===== config.mk =====
export PLATFORM = sky130hd
export DESIGN_NAME = pwb_top
export DESIGN_NICKNAME = d
export VERILOG_FILES = /design/src/rtl/pwb_pkg.sv /design/src/rtl/pwb_pagebuf.sv /design/src/rtl/pwb_prot.sv /design/src/rtl/pwb_timer.sv /design/src/rtl/pwb_top.sv
export SDC_FILE = /design/constraint.sdc
export NUM_CORES = 1
export LEC_CHECK = 0
export BUFFER_PORTS_ARGS = -buffer_cell sky130_fd_sc_hd__buf_2
export CAP_MARGIN = 20
export CORE_MARGIN = 2
export CORE_UTILIZATION = 30
export DETAILED_ROUTE_END_ITERATION = 16
export RECOVER_POWER = 25
export REMOVE_ABC_BUFFERS = 1
export SETUP_SLACK_MARGIN = 0.15
export SYNTH_ARGS = -nofsm -noshare
export SYNTH_HDL_FRONTEND = slang
export SYNTH_SLANG_ARGS = --single-unit

===== constraint.sdc =====
create_clock -name clk -period 8.7 [get_ports clk]
set_input_delay 1.305 -clock clk [delete_from_list [all_inputs] [get_ports clk]]
set_output_delay 1.305 -clock clk [all_outputs]
set_load 0.02 [all_outputs]

===== src/rtl/pwb_pkg.sv =====
package pwb_pkg;
    typedef enum logic [1:0] {
        ST_IDLE = 2'd0,
        ST_FILL = 2'd1,
        ST_PROG = 2'd2
    } pwb_state_e;
endpackage


===== src/rtl/pwb_pagebuf.sv =====
module pwb_pagebuf #(
    parameter int PAGE_BYTES = 32,
    parameter int OFS_W      = $clog2(PAGE_BYTES)
) (
    input  logic             clk,
    input  logic             rst_n,
    input  logic             clr_i,
    input  logic             ld_i,
    input  logic [OFS_W-1:0] ofs_i,
    input  logic             wr_i,
    input  logic [7:0]       data_i,
    input  logic             hold_i,
    input  logic [OFS_W-1:0] rd_idx_i,
    output logic [7:0]       rd_data_o,
    output logic             rd_vld_o,
    output logic             any_vld_o
);
    localparam logic [OFS_W-1:0] LAST_OFS = OFS_W'(PAGE_BYTES - 1);

    logic [OFS_W-1:0]      ptr_q;
    logic [PAGE_BYTES-1:0] mask_q;
    logic [7:0]            mem_q [PAGE_BYTES];

    // write pointer: address load wins, else advance (wraps in page)
    always_ff @(posedge clk or negedge rst_n) begin
        if (!rst_n)    ptr_q <= '0;
        else if (ld_i) ptr_q <= ofs_i;
        else if (wr_i) ptr_q <= ptr_q + 1'b1;
    end

    genvar g;
    generate
        for (g = 0; g < PAGE_BYTES; g++) begin : g_entry
            always_ff @(posedge clk or negedge rst_n) begin
                if (!rst_n)
                    mask_q[g] <= 1'b0;
                else if (clr_i)
                    mask_q[g] <= 1'b0;
                else if (wr_i && !ld_i && ptr_q == OFS_W'(g))
                    mask_q[g] <= 1'b1;
            end
            always_ff @(posedge clk) begin
                if (wr_i && !ld_i && !clr_i && ptr_q == OFS_W'(g))
                    mem_q[g] <= data_i;
            end
        end
    endgenerate

    assign rd_data_o = mem_q[rd_idx_i];
    assign rd_vld_o  = mask_q[rd_idx_i];
    assign any_vld_o = |mask_q;

    // pointer wraps to offset 0 inside the page
    p_ptr_wrap_r2: assert property (@(posedge clk) disable iff (!rst_n)
        (wr_i && !ld_i && ptr_q == LAST_OFS) |=> (ptr_q == '0));

    // valid mask frozen while programming
    p_mask_frozen_r10: assert property (@(posedge clk) disable iff (!rst_n)
        (hold_i && !clr_i) |=> $stable(mask_q));
endmodule


===== src/rtl/pwb_prot.sv =====
module pwb_prot #(
    parameter int PAGE_W = 8
) (
    input  logic [PAGE_W-1:0] page_i,
    input  logic              wp_i,
    output logic              hit_o
);
    // top quarter of the array: two most significant address bits set
    assign hit_o = wp_i && (&page_i[PAGE_W-1 -: 2]);
endmodule


===== src/rtl/pwb_timer.sv =====
module pwb_timer #(
    parameter int WR_CYCLES = 200000,
    parameter int CNT_W     = $clog2(WR_CYCLES)
) (
    input  logic             clk,
    input  logic             rst_n,
    input  logic             go_i,
    input  logic             en_i,
    output logic [CNT_W-1:0] cnt_o,
    output logic             last_o
);
    localparam logic [CNT_W-1:0] LAST_CNT = CNT_W'(WR_CYCLES - 1);

    logic [CNT_W-1:0] cnt_q;

    always_ff @(posedge clk or negedge rst_n) begin
        if (!rst_n)                       cnt_q <= '0;
        else if (go_i)                    cnt_q <= '0;
        else if (en_i && cnt_q != LAST_CNT) cnt_q <= cnt_q + 1'b1;
    end

    assign cnt_o  = cnt_q;
    assign last_o = en_i && (cnt_q == LAST_CNT);
endmodule


===== src/rtl/pwb_top.sv =====
module pwb_top
    import pwb_pkg::*;
#(
    parameter int ADDR_W     = 13,
    parameter int PAGE_BYTES = 32,
    parameter int WR_CYCLES  = 200000
) (
    input  logic              clk,
    input  logic              rst_n,
    input  logic              start_i,
    input  logic              stop_i,
    input  logic              addr_ld_i,
    input  logic [ADDR_W-1:0] addr_i,
    input  logic              byte_vld_i,
    input  logic [7:0]        byte_i,
    input  logic              wp_i,
    output logic              busy_o,
    output logic              arr_we_o,
    output logic [ADDR_W-1:0] arr_addr_o,
    output logic [7:0]        arr_data_o
);
    localparam int OFS_W  = $clog2(PAGE_BYTES);
    localparam int PAGE_W = ADDR_W - OFS_W;
    localparam int CNT_W  = $clog2(WR_CYCLES);
    localparam logic [CNT_W-1:0] WIN_END = CNT_W'(PAGE_BYTES);

    pwb_state_e        state_q, state_d;
    logic [PAGE_W-1:0] page_q;
    logic              in_fill, in_prog, accept;
    logic              buf_clr, buf_ld, buf_wr;
    logic              stop_hit, go_prog, prot_hit;
    logic              any_vld, rd_vld, tmr_last;
    logic [7:0]        rd_data;
    logic [CNT_W-1:0]  tmr_cnt;
    logic [OFS_W-1:0]  slot;

    assign in_fill  = (state_q == ST_FILL);
    assign in_prog  = (state_q == ST_PROG);
    assign accept   = !in_prog;
    assign buf_ld   = in_fill && addr_ld_i;
    assign buf_wr   = in_fill && byte_vld_i;
    assign stop_hit = in_fill && stop_i;
    assign go_prog  = stop_hit && any_vld && !prot_hit;
    assign buf_clr  = (accept && start_i) || tmr_last || (stop_hit && !go_prog);
    assign slot     = tmr_cnt[OFS_W-1:0];

    always_ff @(posedge clk or negedge rst_n) begin
        if (!rst_n)      page_q <= '0;
        else if (buf_ld) page_q <= addr_i[ADDR_W-1:OFS_W];
    end

    pwb_pagebuf #(.PAGE_BYTES(PAGE_BYTES), .OFS_W(OFS_W)) u_buf (
        .clk       (clk),
        .rst_n     (rst_n),
        .clr_i     (buf_clr),
        .ld_i      (buf_ld),
        .ofs_i     (addr_i[OFS_W-1:0]),
        .wr_i      (buf_wr),
        .data_i    (byte_i),
        .hold_i    (in_prog),
        .rd_idx_i  (slot),
        .rd_data_o (rd_data),
        .rd_vld_o  (rd_vld),
        .any_vld_o (any_vld)
    );

    pwb_prot #(.PAGE_W(PAGE_W)) u_prot (
        .page_i (page_q),
        .wp_i   (wp_i),
        .hit_o  (prot_hit)
    );

    pwb_timer #(.WR_CYCLES(WR_CYCLES), .CNT_W(CNT_W)) u_tmr (
        .clk    (clk),
        .rst_n  (rst_n),
        .go_i   (go_prog),
        .en_i   (in_prog),
        .cnt_o  (tmr_cnt),
        .last_o (tmr_last)
    );

    // next-state logic
    always_comb begin
        state_d = state_q;
        unique case (state_q)
            ST_IDLE: if (start_i) state_d = ST_FILL;
            ST_FILL: begin
                if (stop_i)       state_d = go_prog ? ST_PROG : ST_IDLE;
                else if (start_i) state_d = ST_FILL;
            end
            ST_PROG: if (tmr_last) state_d = ST_IDLE;
            default: state_d = ST_IDLE;
        endcase
    end

    // state register
    always_ff @(posedge clk or negedge rst_n) begin
        if (!rst_n) state_q <= ST_IDLE;
        else        state_q <= state_d;
    end

    // outputs
    always_comb begin
        busy_o     = in_prog;
        arr_we_o   = in_prog && (tmr_cnt < WIN_END) && rd_vld;
        arr_addr_o = {page_q, slot};
        arr_data_o = rd_data;
    end

    // busy only ever rises right after a reported Stop
    p_rise_after_stop_r4: assert property (@(posedge clk) disable iff (!rst_n)
        $rose(busy_o) |-> $past(stop_i));

    // protected page with WP high at Stop never enters programming
    p_prot_discard_r7: assert property (@(posedge clk) disable iff (!rst_n)
        (in_fill && stop_i && wp_i && (&page_q[PAGE_W-1 -: 2])) |=> !busy_o);

    // a Start during programming does not end the busy period
    p_start_keeps_busy_r10: assert property (@(posedge clk) disable iff (!rst_n)
        (busy_o && start_i && !tmr_last) |=> busy_o);

    // no array write outside programming
    p_no_idle_write_r1: assert property (@(posedge clk) disable iff (!rst_n)
        (state_q != ST_PROG) |-> !arr_we_o);
endmodule


==> results of run 1 <==
sequential cells by signal (all words and copies together), names as in the netlist:
name          flops
u_buf.mem_q     256
u_buf.mask_q     32
u_tmr.cnt_o      18
page_q            8
u_buf.ptr_q       5
state_q           2
synthesized netlist by cell type, types with 2 or more instances:
cell / number / area, sq um
edfxtp_1: 256 / 7690
nor2_1: 74 / 278
mux4_2: 73 / 1640
dfrtp_1: 65 / 1630
nor3_1: 36 / 180
a21oi_1: 35 / 175
nand2_1: 27 / 101
o21ai_0: 27 / 135
mux2i_1: 21 / 210
a31oi_1: 20 / 125
clkbuf_1: 20 / 75.1
mux2_2: 16 / 180
nor4_1: 13 / 81.3
buf_2: 10 / 50.1
or2_2: 10 / 62.6
nand4_1: 9 / 56.3
nor2b_1: 9 / 56.3
xnor2_1: 9 / 78.8
buf_6: 7 / 78.8
ha_1: 7 / 87.6
inv_1: 6 / 22.5
nand3_1: 6 / 30.0
buf_1: 5 / 18.8
buf_4: 5 / 37.5
and3_1: 4 / 25.0
nand2b_1: 4 / 25.0
xor2_1: 4 / 35.0
a22oi_1: 2 / 15.0
and4_1: 2 / 17.5
or4_4: 2 / 22.5
critical path, cell delays in order (launching register included):
cell and delay, ps:
dfrtp_4 860, buf_4 830, mux4_2 590, mux4_2 470, nor2_1 210, a31oi_1 80, buf_2 180
cells by family (layout without fill, tap and decap cells):
family                     after synthesis  in the layout  share of synthesized area [%]
adders and majority gates                7              7                          0.658
AOI/OAI and AO/OA                       90             90                           3.76
buffers and inverters                   53            135                           2.12
muxes                                  110            110                           15.3
DFF                                    321            321                           69.9
and+or+nand+nor                        202            202                           7.38
xor gates and xnor gates                13             13                          0.855
metal layers:
layer  vias up  share of wire [%]  GRT usage (%)
met5         -              0.039              0
met4         2                2.3           4.17
met3        47                6.3           2.75
met2       218                 46           20.8
met1      3805                 45           19.6
li1       3245                  -              -
through the flow:
| step | hold slack (ps) | util (%) | total power (uW) | cell area (sq um) |
|---|---|---|---|---|
| 3_3_place_gp | 475 | 32.5 | 3260 | 14300 |
| 5_1_grt | 509 | 34.8 | 4800 | 15300 |
| 3_5_place_dp | 489 | 32.5 | 3270 | 14300 |
| 2_1_floorplan | 446 | - | 2840 | 13100 |
| 4_1_cts | 502 | 34.8 | 4620 | 15300 |
| 6_report | 502 | 34.8 | 4570 | 15300 |
cell type report:
cell class	count	area [sq um]	share of cell area [%]
flip-flops and latches	321	9320	60.8
multi-input cells	422	3840	25.1
clock buffers	46	906	5.91
well taps	592	741	4.83
repair buffers	69	388	2.53
clock inverters	14	115	0.751
inverters	6	22.5	0.147
power groups by stage:
stage	Sequential [uW]	Combinational, uW	Clock [uW]
2_1_floorplan	2040	794	0
6_report	1920	1310	1350
4_1_cts	1920	1330	1380
3_5_place_dp	1950	1320	0
3_3_place_gp	1950	1320	0
5_1_grt	1940	1420	1440
final timing paths:
| check | from | endpoint | cells after the start |
|---|---|---|---|
| setup reg to reg | u_tmr.cnt_o[13] | u_buf.mem_q[15][0] | 6 |
| max in group asynchronous | rst_n | u_tmr.cnt_o[0] | 2 |
| min in group asynchronous | rst_n | u_tmr.cnt_o[17] | 2 |
| hold / removal | page_q[3] | page_q[3] | 1 |
| setup / recovery | u_tmr.cnt_o[0] | arr_data_o[7] | 6 |
| hold reg to reg | page_q[3] | page_q[3] | 1 |
==> results.ini, run 1 <==
[global_route]
grt_pass1_wl_microns = 47600
gr-total-overflow = 0
grt_pass1_vias = 7434
gr-usage-all-layers_pct = 13.6
grt_max_degree = 66
grt_antenna_before_repair = 1

[placed_design]
dpl.cell_count = 1409
dp_slack_ps = 4030
gp_congestion = 0.771
dp_hpwl_microns = 19100
io_buffers = 50

[clock_network]
cts_hold_buf = 0
cts.sink_count = 321
cts_setup_buffers = 0
htree_levels = 2
cts_tree = done
cts_buffer_depth = 3
worstSkewPairLatency_ps = 530
cts_buffers = 34
root_buffer = clkbuf_16
cts_resized = 0
path_clk_slew_ps = 50

[sta]
worstMarginPinSlew_ps = 1480
setup_tns_ps = 0
period_share_pct = 58.6
fmax_mhz = 196
rsz0062_at_grt = false
setup_viol = 0
layout_setup_ws_ps = 3600
finalCriticalPeriod_ps = 5100
hold_viol = 0
maxSlewViolCount = 0
finClkSkew_ps = 21.6
slew_headroom_pct = 1.02

[run_status]
run_status = finished with violations
violations = max-capacitance violations

[power_and_ir_drop]
p_seq_share_pct = 41.9
power_frac_clock_pct = 29.5
combPwrFrac_pct = 28.6
p_sw_share_pct = 32.8
leakage_uw = 0.00508
peakVddDrop_uv = 130
intPower_uw = 3070
p_per_area_mw_per_mm2 = 298
p_switching_uw = 1500

[layout]
instances_no_fill = 1470
nets = 889
drive_above_1_share_pct = 26.7
layout_commonest_cell = edfxtp_1
num_antenna_cells = 0
final_cell_mix = edfxtp_1 (256), nor2_1 (74), mux4_2 (73)
fillers = 4171
syn_to_final_growth_pct = 15.2

[floorplan]
fp.dieW_microns = 215
initial_core_util_pct = 30.2
rows = 77
die_area_sq_mm = 0.0461
io_pins = 51
dieHeight_microns = 215
core_sq_mm = 0.0440

[logic_synthesis]
ys_seq_elements = 321
synth_warnings = 0
synth_edf_count = 256
syn_avg_cell_area_sq_um = 16.7
synthArstFlopShare_pct = 20.2
synth_flop_cell = edfxtp_1
yosysSeqAreaShare_pct = 69.9
synthesis.area_sq_mm = 0.0133
postSynthCellCount = 796
ys_types = 42

[critical_path]
cp.arrival_ps = 3790
path_max_fanout = 50
cp-end-kind = output port
rrSetupSlack_ps = 5280
start_kind = flip-flop
path_class = flip-flop to output port
required_ps = 7390

[route]
first_iter_violations = 638
wl_per_cell_microns = 21.2
vias_per_cell = 4.98
ant_nets = 0
num_vias = 7317
drc = 0
drt_first_pass_iters = 5
wirelength_microns = 31200

[min_path]
hold_path.class = flip-flop to flip-flop

[flow_run]
max-cap-violations = 1

Power figures use the tool's default switching activity.
==> inputs of run 2 (changes only) <==
==> constraint.sdc (replaced) <==
create_clock -name clk -period 4.8 [get_ports clk]
set_input_delay 0.72 -clock clk [delete_from_list [all_inputs] [get_ports clk]]
set_output_delay 0.72 -clock clk [all_outputs]
set_load 0.02 [all_outputs]
==> results.ini, run 2 (same netlist as run 1, synthesis figures left out) <==
[route]
first_iter_violations = 741
wl_per_cell_microns = 20.5
vias_per_cell = 4.92
wirelength_microns = 30500
ant_nets = 0
drt_first_pass_iters = 5
num_vias = 7298
drc = 0

[sta]
maxSlewViolCount = 0
hold_viol = 0
rsz0062_at_grt = false
finClkSkew_ps = 9.00
period_share_pct = 86.2
finalCriticalPeriod_ps = 4140
fmax_mhz = 242
slew_headroom_pct = 0.567
layout_setup_ws_ps = 663
setup_viol = 0
worstMarginPinSlew_ps = 1490

[clock_network]
cts_resized = 0
path_clk_slew_ps = 60
cts_buffers = 31
htree_levels = 1
cts_hold_buf = 0
cts_setup_buffers = 0
worstSkewPairLatency_ps = 580
cts.sink_count = 321
cts_buffer_depth = 3
root_buffer = clkbuf_16
cts_tree = done

[placed_design]
dp_hpwl_microns = 19500
dp_slack_ps = 1190
io_buffers = 50
gp_congestion = 0.769

[power_and_ir_drop]
peakVddDrop_uv = 306
p_per_area_mw_per_mm2 = 550
p_switching_uw = 2780
intPower_uw = 5730
p_sw_share_pct = 32.6
p_seq_share_pct = 41.5
power_frac_clock_pct = 30.4
combPwrFrac_pct = 28.1
leakage_uw = 0.00517

[floorplan]
dieHeight_microns = 215
rows = 77
core_sq_mm = 0.0440
die_area_sq_mm = 0.0461
io_pins = 51
fp.dieW_microns = 215
initial_core_util_pct = 30.2

[global_route]
grt_pass1_wl_microns = 46800
grt_max_degree = 66
grt_antenna_before_repair = 1
gr-usage-all-layers_pct = 13.2
gr-total-overflow = 0
grt_pass1_vias = 7511

[critical_path]
cp-end-kind = output port
required_ps = 4080
path_class = flip-flop to output port
path_max_fanout = 42
cp.arrival_ps = 3420
start_kind = flip-flop

[layout]
multi_input_area_sq_mm = 0.00378
final_cell_mix = edfxtp_1 (256), nor2_1 (74), mux4_2 (73)
layout_commonest_cell = edfxtp_1
utilization_pct = 35.1
syn_to_final_growth_pct = 16.1
largest_register_ff_count = 256
seqCellArea_sq_mm = 0.00932
fillers = 4165
num_antenna_cells = 0
nets = 900
top_register = u_buf.mem_q
drive_above_1_share_pct = 27.4

[min_path]
hold_path.class = input port to asynchronous set/reset pin

[flow_run]
max-cap-violations = 2

[run_status]
violations = max-capacitance violations
run_status = finished with violations

## run 2: cell types whose count changed in the layout (fill, tap and decap cells not counted), sizes merged
| cell | previous run | this run |
|---|---|---|
| clkinv | 12 | 10 |
| clkinvlp | 0 | 6 |
| buf | 62 | 77 |
| clkbuf | 53 | 41 |
| bufinv | 1 | 6 |
## run 2: routing by layer
metal / global-route usage (%) / wire length (microns) / vias up
li1: - / - / 3261
met1: 19.0 / 13900 / 3803
met2: 21.0 / 14400 / 202
met3: 2.18 / 1700 / 32
met4: 3.08 / 463 / 0
met5: 0 / 0 / -
## run 2: path summary, 6_finish.rpt
| path | slack (ps) | start | endpoint | cells past startpoint |
|---|---|---|---|---|
| min in group clk | 370 | addr_i[12] | page_q[7] | 2 |
| max | 660 | u_tmr.cnt_o[0] | arr_data_o[7] | 6 |
| max in group asynchronous | 3830 | rst_n | u_tmr.cnt_o[0] | 2 |
| max reg2reg | 1280 | u_tmr.cnt_o[0] | u_buf.mem_q[29][1] | 8 |
| min reg2reg | 500 | page_q[3] | page_q[3] | 1 |
| min | 320 | rst_n | u_tmr.cnt_o[13] | 2 |
## run 2: cell type report
class	instances	area share, %
clock buffer	35	5.18
clock inverter	23	1.89
inverter	6	0.146
multi-input combinational	422	24.4
sequential	321	60.3
tap	592	4.79
timing repair buffer	83	3.28
## run 2: through the flow
| step | setup TNS (ps) | cell area, sq um | power (uW) | hold slack (ps) | std cells |
|---|---|---|---|---|---|
| global route | 0 | 15500 | 8920 | 350 | 1482 |
| finish | 0 | 15500 | 8510 | 324 | 1482 |
| floorplan | -301320 | 13100 | 5140 | 424 | 749 |
| detailed placement | 0 | 14400 | 6020 | 484 | 1424 |
| CTS | 0 | 15500 | 8620 | 347 | 1482 |
| global placement | 0 | 14400 | 5990 | 482 | 1423 |
## run 2: power groups by stage
stage	combinational, uW	clock, uW	sequential (uW)
floorplan	1440	0	3700
finish	2390	2590	3530
detailed placement	2420	0	3600
global placement	2400	0	3590
CTS	2420	2650	3540
global route	2580	2760	3580
## run 2: worst max-delay path, cell delays in order (launching register included)
cell and delay [ps]:
dfrtp_4 990, buf_4 460, mux4_2 280, mux2i_1 60, or2_2 290, a31oi_1 430
buf_2 260
